### config.mk
export PLATFORM = sky130hd
export DESIGN_NAME = uart_core
export DESIGN_NICKNAME = d
export VERILOG_FILES = /design/src/rtl/uart_pkg.sv /design/src/rtl/uart_fifo.sv /design/src/rtl/uart_baud.sv /design/src/rtl/uart_tx.sv /design/src/rtl/uart_rx.sv /design/src/rtl/uart_core.sv
export SDC_FILE = /design/constraint.sdc
export NUM_CORES = 1
export LEC_CHECK = 0
export ABC_AREA = 0
export CORE_UTILIZATION = 60
export DETAILED_ROUTE_END_ITERATION = 10
export GPL_ROUTABILITY_DRIVEN = 0
export GPL_TIMING_DRIVEN = 0
export HOLD_SLACK_MARGIN = 0.02
export PLACE_DENSITY = 0.77
export SLEW_MARGIN = 20
export SYNTH_ARGS = -nofsm -noshare
export SYNTH_HDL_FRONTEND = slang
export SYNTH_SLANG_ARGS = --single-unit
### constraint.sdc
create_clock -name clk -period 6.55 [get_ports clk]
set_clock_uncertainty 0.1 [all_clocks]
set_input_delay 1.31 -clock clk [delete_from_list [all_inputs] [get_ports clk]]
set_output_delay 1.31 -clock clk [all_outputs]
set_load 0.05 [all_outputs]
### src/rtl/uart_pkg.sv
package uart_pkg;
  localparam int OSR      = 16;
  localparam int SUB_W    = $clog2(OSR);
  localparam int DIV_W    = 16;

  localparam logic [2:0] A_DATA  = 3'd0;
  localparam logic [2:0] A_IEN   = 3'd1;
  localparam logic [2:0] A_CAUSE = 3'd2;
  localparam logic [2:0] A_LSTAT = 3'd3;
  localparam logic [2:0] A_DIVL  = 3'd4;
  localparam logic [2:0] A_DIVH  = 3'd5;

  typedef enum logic [2:0] {S_IDLE, S_START, S_DATA, S_STOP, S_HOLD} ser_state_t;

  typedef struct packed {
    logic       brk;
    logic       ferr;
    logic [7:0] data;
  } rx_word_t;
endpackage

### src/rtl/uart_fifo.sv
module uart_fifo #(
  parameter int WIDTH = 8,
  parameter int DEPTH = 16
) (
  input  logic             clk,
  input  logic             rst,
  input  logic             flush,
  input  logic             one_deep,
  input  logic             wr_en,
  input  logic [WIDTH-1:0] wr_data,
  input  logic             rd_en,
  output logic [WIDTH-1:0] rd_data,
  output logic             empty,
  output logic             full
);
  localparam int AW = $clog2(DEPTH);
  localparam int CW = AW + 1;

  logic [WIDTH-1:0] mem [DEPTH];
  logic [AW-1:0]    wp, rp;
  logic [CW-1:0]    cnt;
  logic             do_wr, do_rd;

  assign empty = (cnt == '0);
  assign full  = one_deep ? !empty : (cnt == CW'(DEPTH));
  assign do_wr = wr_en && !full;
  assign do_rd = rd_en && !empty;

  always_ff @(posedge clk) begin
    if (do_wr) mem[wp] <= wr_data;
  end
  assign rd_data = mem[rp];

  always_ff @(posedge clk) begin
    if (rst || flush) begin
      wp  <= '0;
      rp  <= '0;
      cnt <= '0;
    end else begin
      if (do_wr) wp <= wp + AW'(1);
      if (do_rd) rp <= rp + AW'(1);
      cnt <= cnt + CW'(do_wr) - CW'(do_rd);
    end
  end

  // occupancy never passes the queue depth
  p_count_bound_r5: assert property (@(posedge clk) disable iff (rst)
    cnt <= CW'(DEPTH));
endmodule

### src/rtl/uart_baud.sv
module uart_baud import uart_pkg::*; (
  input  logic             clk,
  input  logic             rst,
  input  logic [DIV_W-1:0] div,
  input  logic             reload,
  output logic             tick
);
  logic [DIV_W-1:0] cnt;

  always_ff @(posedge clk) begin
    if (rst) begin
      cnt  <= '0;
      tick <= 1'b0;
    end else if (reload) begin
      cnt  <= div;
      tick <= 1'b0;
    end else if (div == '0) begin
      cnt  <= '0;
      tick <= 1'b0;
    end else if (cnt <= DIV_W'(1)) begin
      cnt  <= div;
      tick <= (cnt == DIV_W'(1));
    end else begin
      cnt  <= cnt - DIV_W'(1);
      tick <= 1'b0;
    end
  end

  // a zero divisor produces no tick
  p_no_tick_div0_r2: assert property (@(posedge clk) disable iff (rst)
    (div == '0) |=> !tick);
endmodule

### src/rtl/uart_tx.sv
module uart_tx import uart_pkg::*; (
  input  logic       clk,
  input  logic       rst,
  input  logic       tick,
  input  logic       q_empty,
  input  logic [7:0] q_data,
  output logic       pop,
  output logic       idle,
  output logic       txd
);
  ser_state_t       st;
  logic [SUB_W-1:0] sub;
  logic [2:0]       bitn;
  logic [7:0]       sh;

  assign idle = (st == S_IDLE);
  assign pop  = tick && idle && !q_empty;

  always_ff @(posedge clk) begin
    if (rst) begin
      st   <= S_IDLE;
      sub  <= '0;
      bitn <= '0;
      sh   <= '0;
      txd  <= 1'b1;
    end else if (tick) begin
      if (st == S_IDLE) begin
        if (!q_empty) begin
          st  <= S_START;
          sh  <= q_data;
          sub <= '0;
          txd <= 1'b0;
        end
      end else if (sub != SUB_W'(OSR - 1)) begin
        sub <= sub + SUB_W'(1);
      end else begin
        sub <= '0;
        case (st)
          S_START: begin
            st   <= S_DATA;
            txd  <= sh[0];
            sh   <= sh >> 1;
            bitn <= '0;
          end
          S_DATA: begin
            if (bitn == 3'd7) begin
              st  <= S_STOP;
              txd <= 1'b1;
            end else begin
              txd  <= sh[0];
              sh   <= sh >> 1;
              bitn <= bitn + 3'd1;
            end
          end
          default: st <= S_IDLE;
        endcase
      end
    end
  end

  // the line is high whenever the shifter is idle
  p_idle_high_r3: assert property (@(posedge clk) disable iff (rst)
    (idle && $past(idle)) |-> txd);
endmodule

### src/rtl/uart_rx.sv
module uart_rx import uart_pkg::*; (
  input  logic     clk,
  input  logic     rst,
  input  logic     tick,
  input  logic     rxd,
  output logic     push,
  output rx_word_t word
);
  logic             s1, rx_s;
  ser_state_t       st;
  logic [SUB_W-1:0] sub;
  logic [2:0]       bitn;
  logic [7:0]       sh;
  logic             at_end;

  assign at_end = (sub == SUB_W'(OSR - 1));

  always_ff @(posedge clk) begin
    if (rst) begin
      s1   <= 1'b1;
      rx_s <= 1'b1;
    end else begin
      s1   <= rxd;
      rx_s <= s1;
    end
  end

  always_ff @(posedge clk) begin
    if (rst) begin
      st   <= S_IDLE;
      sub  <= '0;
      bitn <= '0;
      sh   <= '0;
      push <= 1'b0;
      word <= '0;
    end else begin
      push <= 1'b0;
      if (tick) begin
        case (st)
          S_IDLE: if (!rx_s) begin
            st  <= S_START;
            sub <= '0;
          end
          S_START: begin
            if (sub == SUB_W'(OSR / 2 - 1)) begin
              st   <= rx_s ? S_IDLE : S_DATA;
              sub  <= '0;
              bitn <= '0;
            end else begin
              sub <= sub + SUB_W'(1);
            end
          end
          S_DATA: begin
            if (at_end) begin
              sub <= '0;
              sh  <= {rx_s, sh[7:1]};
              if (bitn == 3'd7) st <= S_STOP;
              else bitn <= bitn + 3'd1;
            end else begin
              sub <= sub + SUB_W'(1);
            end
          end
          S_STOP: begin
            if (at_end) begin
              sub       <= '0;
              push      <= 1'b1;
              word.data <= sh;
              word.ferr <= !rx_s;
              word.brk  <= !rx_s && (sh == 8'h00);
              st        <= rx_s ? S_IDLE : S_HOLD;
            end else begin
              sub <= sub + SUB_W'(1);
            end
          end
          default: if (rx_s) st <= S_IDLE;
        endcase
      end
    end
  end

  // a break is always also a framing error
  p_break_is_ferr_r8: assert property (@(posedge clk) disable iff (rst)
    (push && word.brk) |-> word.ferr);
endmodule

### src/rtl/uart_core.sv
module uart_core import uart_pkg::*; #(
  parameter int FIFO_DEPTH = 16
) (
  input  logic       clk,
  input  logic       rst,
  input  logic       bus_wr,
  input  logic       bus_rd,
  input  logic [2:0] bus_addr,
  input  logic [7:0] bus_wdata,
  output logic [7:0] bus_rdata,
  input  logic       rxd,
  output logic       txd,
  output logic       irq
);
  localparam int WW = $bits(rx_word_t);

  logic [DIV_W-1:0] div;
  logic [2:0]       ien;
  logic             q_on, tick, div_wr, flush;
  logic             tx_empty, tx_full, tx_pop, tx_idle, tx_empty_q, thre_pend;
  logic [7:0]       tx_head;
  logic             rx_push, rx_empty, rx_full, rx_pop, head_seen;
  rx_word_t         rx_in, rx_head;
  logic             lsr_oe, lsr_fe, lsr_bi;
  logic             wr_data, wr_ien, rd_lstat, ls_int, rx_int, tx_int;
  logic [7:0]       lstat, cause;

  assign wr_data  = bus_wr && (bus_addr == A_DATA);
  assign wr_ien   = bus_wr && (bus_addr == A_IEN);
  assign flush    = bus_wr && (bus_addr == A_CAUSE);
  assign div_wr   = bus_wr && ((bus_addr == A_DIVL) || (bus_addr == A_DIVH));
  assign rd_lstat = bus_rd && (bus_addr == A_LSTAT);
  assign rx_pop   = bus_rd && (bus_addr == A_DATA) && !rx_empty;

  uart_baud i_baud (.clk(clk), .rst(rst), .div(div), .reload(div_wr), .tick(tick));

  uart_fifo #(.WIDTH(8), .DEPTH(FIFO_DEPTH)) i_txq (
    .clk(clk), .rst(rst), .flush(flush), .one_deep(!q_on),
    .wr_en(wr_data && !tx_full), .wr_data(bus_wdata), .rd_en(tx_pop),
    .rd_data(tx_head), .empty(tx_empty), .full(tx_full));

  uart_tx i_tx (.clk(clk), .rst(rst), .tick(tick), .q_empty(tx_empty), .q_data(tx_head),
    .pop(tx_pop), .idle(tx_idle), .txd(txd));

  uart_rx i_rx (.clk(clk), .rst(rst), .tick(tick), .rxd(rxd), .push(rx_push), .word(rx_in));

  uart_fifo #(.WIDTH(WW), .DEPTH(FIFO_DEPTH)) i_rxq (
    .clk(clk), .rst(rst), .flush(flush), .one_deep(!q_on),
    .wr_en(rx_push), .wr_data(rx_in), .rd_en(rx_pop),
    .rd_data(rx_head), .empty(rx_empty), .full(rx_full));

  // control registers
  always_ff @(posedge clk) begin
    if (rst) begin
      div  <= '0;
      ien  <= '0;
      q_on <= 1'b0;
    end else if (bus_wr) begin
      case (bus_addr)
        A_IEN:   ien         <= bus_wdata[2:0];
        A_CAUSE: q_on        <= bus_wdata[0];
        A_DIVL:  div[7:0]    <= bus_wdata;
        A_DIVH:  div[15:8]   <= bus_wdata;
        default: ;
      endcase
    end
  end

  // head-of-queue error tracking and sticky line flags
  always_ff @(posedge clk) begin
    if (rst) begin
      head_seen <= 1'b0;
      lsr_oe    <= 1'b0;
      lsr_fe    <= 1'b0;
      lsr_bi    <= 1'b0;
    end else begin
      if (rd_lstat) begin
        lsr_oe <= 1'b0;
        lsr_fe <= 1'b0;
        lsr_bi <= 1'b0;
      end
      if (rx_push && rx_full) lsr_oe <= 1'b1;
      if (flush || rx_pop) begin
        head_seen <= 1'b0;
      end else if (!rx_empty && !head_seen) begin
        head_seen <= 1'b1;
        if (rx_head.ferr) lsr_fe <= 1'b1;
        if (rx_head.brk)  lsr_bi <= 1'b1;
      end
    end
  end

  // transmit-empty cause
  always_ff @(posedge clk) begin
    if (rst) begin
      thre_pend  <= 1'b0;
      tx_empty_q <= 1'b1;
    end else begin
      tx_empty_q <= tx_empty;
      if (wr_data)
        thre_pend <= 1'b0;
      else if ((wr_ien && bus_wdata[1] && tx_empty) || (tx_empty && !tx_empty_q))
        thre_pend <= 1'b1;
    end
  end

  assign ls_int = ien[2] && (lsr_oe || lsr_fe || lsr_bi);
  assign rx_int = ien[0] && head_seen;
  assign tx_int = ien[1] && thre_pend;
  assign lstat  = {1'b0, tx_empty && tx_idle, tx_empty, 1'b0, lsr_bi, lsr_fe, lsr_oe, head_seen};

  always_comb begin
    if (ls_int)      cause = 8'h06;
    else if (rx_int) cause = 8'h04;
    else if (tx_int) cause = 8'h02;
    else             cause = 8'h01;
  end

  always_ff @(posedge clk) begin
    if (rst) begin
      bus_rdata <= '0;
      irq       <= 1'b0;
    end else begin
      irq <= ls_int || rx_int || tx_int;
      if (bus_rd) begin
        case (bus_addr)
          A_DATA:  bus_rdata <= rx_empty ? 8'h00 : rx_head.data;
          A_IEN:   bus_rdata <= {5'b0, ien};
          A_CAUSE: bus_rdata <= cause;
          A_LSTAT: bus_rdata <= lstat;
          A_DIVL:  bus_rdata <= div[7:0];
          A_DIVH:  bus_rdata <= div[15:8];
          default: bus_rdata <= 8'h00;
        endcase
      end
    end
  end

  // the shifter only takes a byte that exists
  p_pop_nonempty_r3: assert property (@(posedge clk) disable iff (rst)
    tx_pop |-> !tx_empty);
  // no request while every cause is masked
  p_irq_masked_r11: assert property (@(posedge clk) disable iff (rst)
    (ien == 3'b000) |=> !irq);
  // a data write withdraws the transmit-empty cause
  p_thre_clear_r9: assert property (@(posedge clk) disable iff (rst)
    wr_data |=> !thre_pend);
  // arrival into a full receive path flags overrun
  p_overrun_flag_r7: assert property (@(posedge clk) disable iff (rst)
    (rx_push && rx_full) |=> lsr_oe);
endmodule

==> reports/metrics.yaml <==
placeable_core_area_um2: 28200
cts_hold_buffers: 0
yosys.cell_types.count: 72
grt_start_max_net_pins: 21
slew_viol_final: 0
detail_route.wl_per_cell_um: 22.2
p_sw_share_pct: 25.0
synth_largest_type_area_fraction_pct: 49.7
dominant_cells_by_area_after_synthesis: "sky130_fd_sc_hd__edfxtp_1 (50%), sky130_fd_sc_hd__dfxtp_1 (16%), sky130_fd_sc_hd__mux4_2 (9.3%), sky130_fd_sc_hd__ha_1 (2.4%), sky130_fd_sc_hd__nor2_1 (2.3%)"
worst-slew-pin-transition_ns: 1.14
synth_seq_area_share_pct: 65.3
routed_wirelength_um: 37700
drt_pre_antenna_iters: 5
rrSetupSlack_ns: 2.98
multi_input_comb_area_um2: 5710
worst_slew_margin_rel_pct: 23.9
synth.cell_area_um2: 17400
cts-root-to-sink-buffers: 3
fill_cells: 1821
post_cts_resize_count: 0
timing.critical_path.slowest_cell_delay_ns: 0.62
leakage_nw: 6.41
io_pins: 26
share_of_post_route_cells_with_drive_strength_above_1_pct: 14.5
max_cap_violations: 0
groute.usage.overall_pct: 26.4
hpwl_um: 25000
clock_tree.htree_level_count: 2
ys_seq_elements: 423
clkSinkCount: 423
grt_setup_unrepaired: "false"
final_hold_viol_count: 0
seq_area_um2: 11400
cts_tree: "built"
clkSlewWorstSetupHoldPaths_ns: 0.06
final.setup.tns_ns: 0
critPathTopFamily: "simple AND/OR/NAND/NOR gates"
synth_top_cell_by_area: "sky130_fd_sc_hd__edfxtp_1"
synth_enable_flop_cells: 288
synthesis.nets: 1265
tmin_final_ns: 4.30
die-area_um2: 29700
fp-row-count: 61
post_synth_inst_count: 1213
grt_first_pass_wirelength_um: 58100
largest_driver_fanout_on_the_critical_path: 10
drc: 0
clock_power_share_pct: 38.7
most-common-layout-cells: "sky130_fd_sc_hd__edfxtp_1 (288), sky130_fd_sc_hd__dfxtp_1 (135), sky130_fd_sc_hd__nor2_1 (103)"
worstSkewPairLatency_ns: 0.54
syn_to_layout_area_delta_pct: 12.6
comb_power_share_pct: 14.0
clock_root_buffer: "sky130_fd_sc_hd__clkbuf_16"
viasPerCell: 6.16
crit_type: "in -> reg"
worstPathBufferInverterCount: 4
worstHoldPathCells: 1
internal_power_mw: 4.73
maxClockFrequency_mhz: 233
r2r.worst_path.cells: 13
ant_nets: 0
synth_area_per_cell_um2: 14.3
numCtsBuffers: 42
power-per-cell-area_nw_per_um2: 322
cp_slowest_cell: "sky130_fd_sc_hd__nor3_1"
final.hold.worst_slack_ns: 0.320
critical_path.reg2reg.startpoint: "i_txq.cnt[2]"
layout.cells.most_common: "sky130_fd_sc_hd__edfxtp_1"
switchingPower_mw: 1.57
ir_drop_uv: 259
timing.final.crit_share_pct: 65.6
die_y_extent_um: 172
critical_path_arrival_ns: 4.59
reg2reg_to: "i_txq.cnt[4]"
min_from: "i_rx.s1"
antenna_found_initial: 1
floorplan.initialDensity_pct: 61.7
synthArstFlopShare_pct: 0
crit_path_cell_trace: "clkdlybuf4s50_1, clkbuf_1, nor3_1, and3b_1, clkbuf_1, ha_1, inv_1, ha_1, fa_1, a21oi_1, nor2_1, nor2_1, xnor2_1, nor2_1"
via_total_after_detailed_routing: 10400
end_kind: "flop"
path_category_of_the_worst_min_delay_check: "reg -> reg"
critical_path.startpoint_type: "input port"
p_seq_share_pct: 47.3
grt_pass1_vias: 10400
status: "completed"
min_to: "i_rx.rx_s"
ys_dominant_reg_cell: "sky130_fd_sc_hd__edfxtp_1"
finish.net_count: 1336
buffer_ports.inserted: 23
detail_route.iter0.violations: 1164
post-cts-setup-buffer-count: 0
required_ns: 6.84
yosysWarningCount: 0
instances_no_fill: 1695
critPathMostFrequentCell: "sky130_fd_sc_hd__nor2_1"
crit_path_start: "bus_addr[2]"
report.final.setup_viol: 0
dpl.cell_count: 1618
globalRouteOverflowTotal: 0
die_w_um: 172
==> kinds of logic after synthesis <==
family | share of synthesized area, %
DFF | 65.3
and+or+nand+nor | 9.36
AOI/OAI and AO/OA | 7.63
muxes | 11.2
buffers and inverters | 2.16
adders and majority gates | 2.68
xor gates and xnor gates | 1.71
==> stage by stage <==
| step | worst slack (ns) | total power, mW | util (%) | instance area, µm² |
|---|---|---|---|---|
| finish | 2.25 | 6.30 | 69.5 | 19600 |
| global route | 2.09 | 6.53 | 69.5 | 19600 |
| CTS | 2.25 | 6.33 | 69.5 | 19600 |
| detailed placement | 1.72 | 3.91 | 64.5 | 18200 |
| global placement | 1.46 | 3.90 | 64.2 | 18100 |
| floorplan | 2.87 | 3.74 | - | 17400 |
==> worst max-delay path by stage <==
stage | end | slack (ns) | cells after the start
finish | i_rxq.cnt[4] | 2.25 | 14
global route | i_rxq.cnt[4] | 2.09 | 14
CTS | i_rxq.cnt[4] | 2.25 | 14
detailed placement | i_rxq.cnt[4] | 1.72 | 14
global placement | i_txq.mem[3][5] | 1.46 | 7
floorplan | i_rxq.cnt[4] | 2.87 | 13
==> cells in the mapped netlist, drive strengths merged, types with 8 or more instances <==
cell / count
a21oi: 61
a22o: 8
nand2b: 13
nor2: 106
and3: 9
clkbuf: 39
mux2i: 30
nor4: 13
o21ai: 33
xor2: 13
inv: 34
nand4: 8
nand2: 101
and2: 9
nor3: 21
buf: 19
o2bb2ai: 22
a22oi: 25
dfxtp: 135
edfxtp: 288
nor2b: 13
mux4: 72
xnor2: 21
ha: 34
==> power groups by stage <==
| stage | sequential (mW) | combinational [mW] | clock [mW] |
|---|---|---|---|
| final | 2.98 | 0.884 | 2.44 |
| after global routing | 2.99 | 0.979 | 2.57 |
| after CTS | 2.98 | 0.888 | 2.46 |
| after detailed placement | 3.04 | 0.876 | 0 |
| after global placement | 3.03 | 0.864 | 0 |
| after floorplan | 3.02 | 0.713 | 0 |
==> area by class of cell <==
class | count | area share (%)
buffer | 58 | 1.25
clock buffer | 60 | 6.18
tap | 378 | 2.42
inverter | 35 | 0.671
sequential | 423 | 58.0
multi-input combinational | 697 | 29.2
timing repair buffer | 27 | 1.37
clock inverter | 16 | 0.952
antenna | 1 | 0.0128
==> routing by layer <==
| layer | vias to the layer above | global-route usage [%] | wire (µm) |
|---|---|---|---|
| met2 | 414 | 44.7 | 18900 |
| met1 | 5195 | 34.6 | 15100 |
| met3 | 88 | 4.33 | 2550 |
| met4 | 0 | 9.77 | 1150 |
| met5 | - | 0 | 0 |
| li1 | 4747 | - | - |
==> flip-flops by register name (all words and copies together), names as in the netlist, 5 cells and up, named ones only <==
register and count:
i_rxq.mem 160, i_txq.mem 128, div 16, i_baud.cnt 16, i_rx.word 10, bus_rdata 8, i_rx.sh 8, i_tx.sh 8
i_rxq.cnt 5, i_txq.cnt 5
No activity file was read; power rests on OpenSTA's default activity.
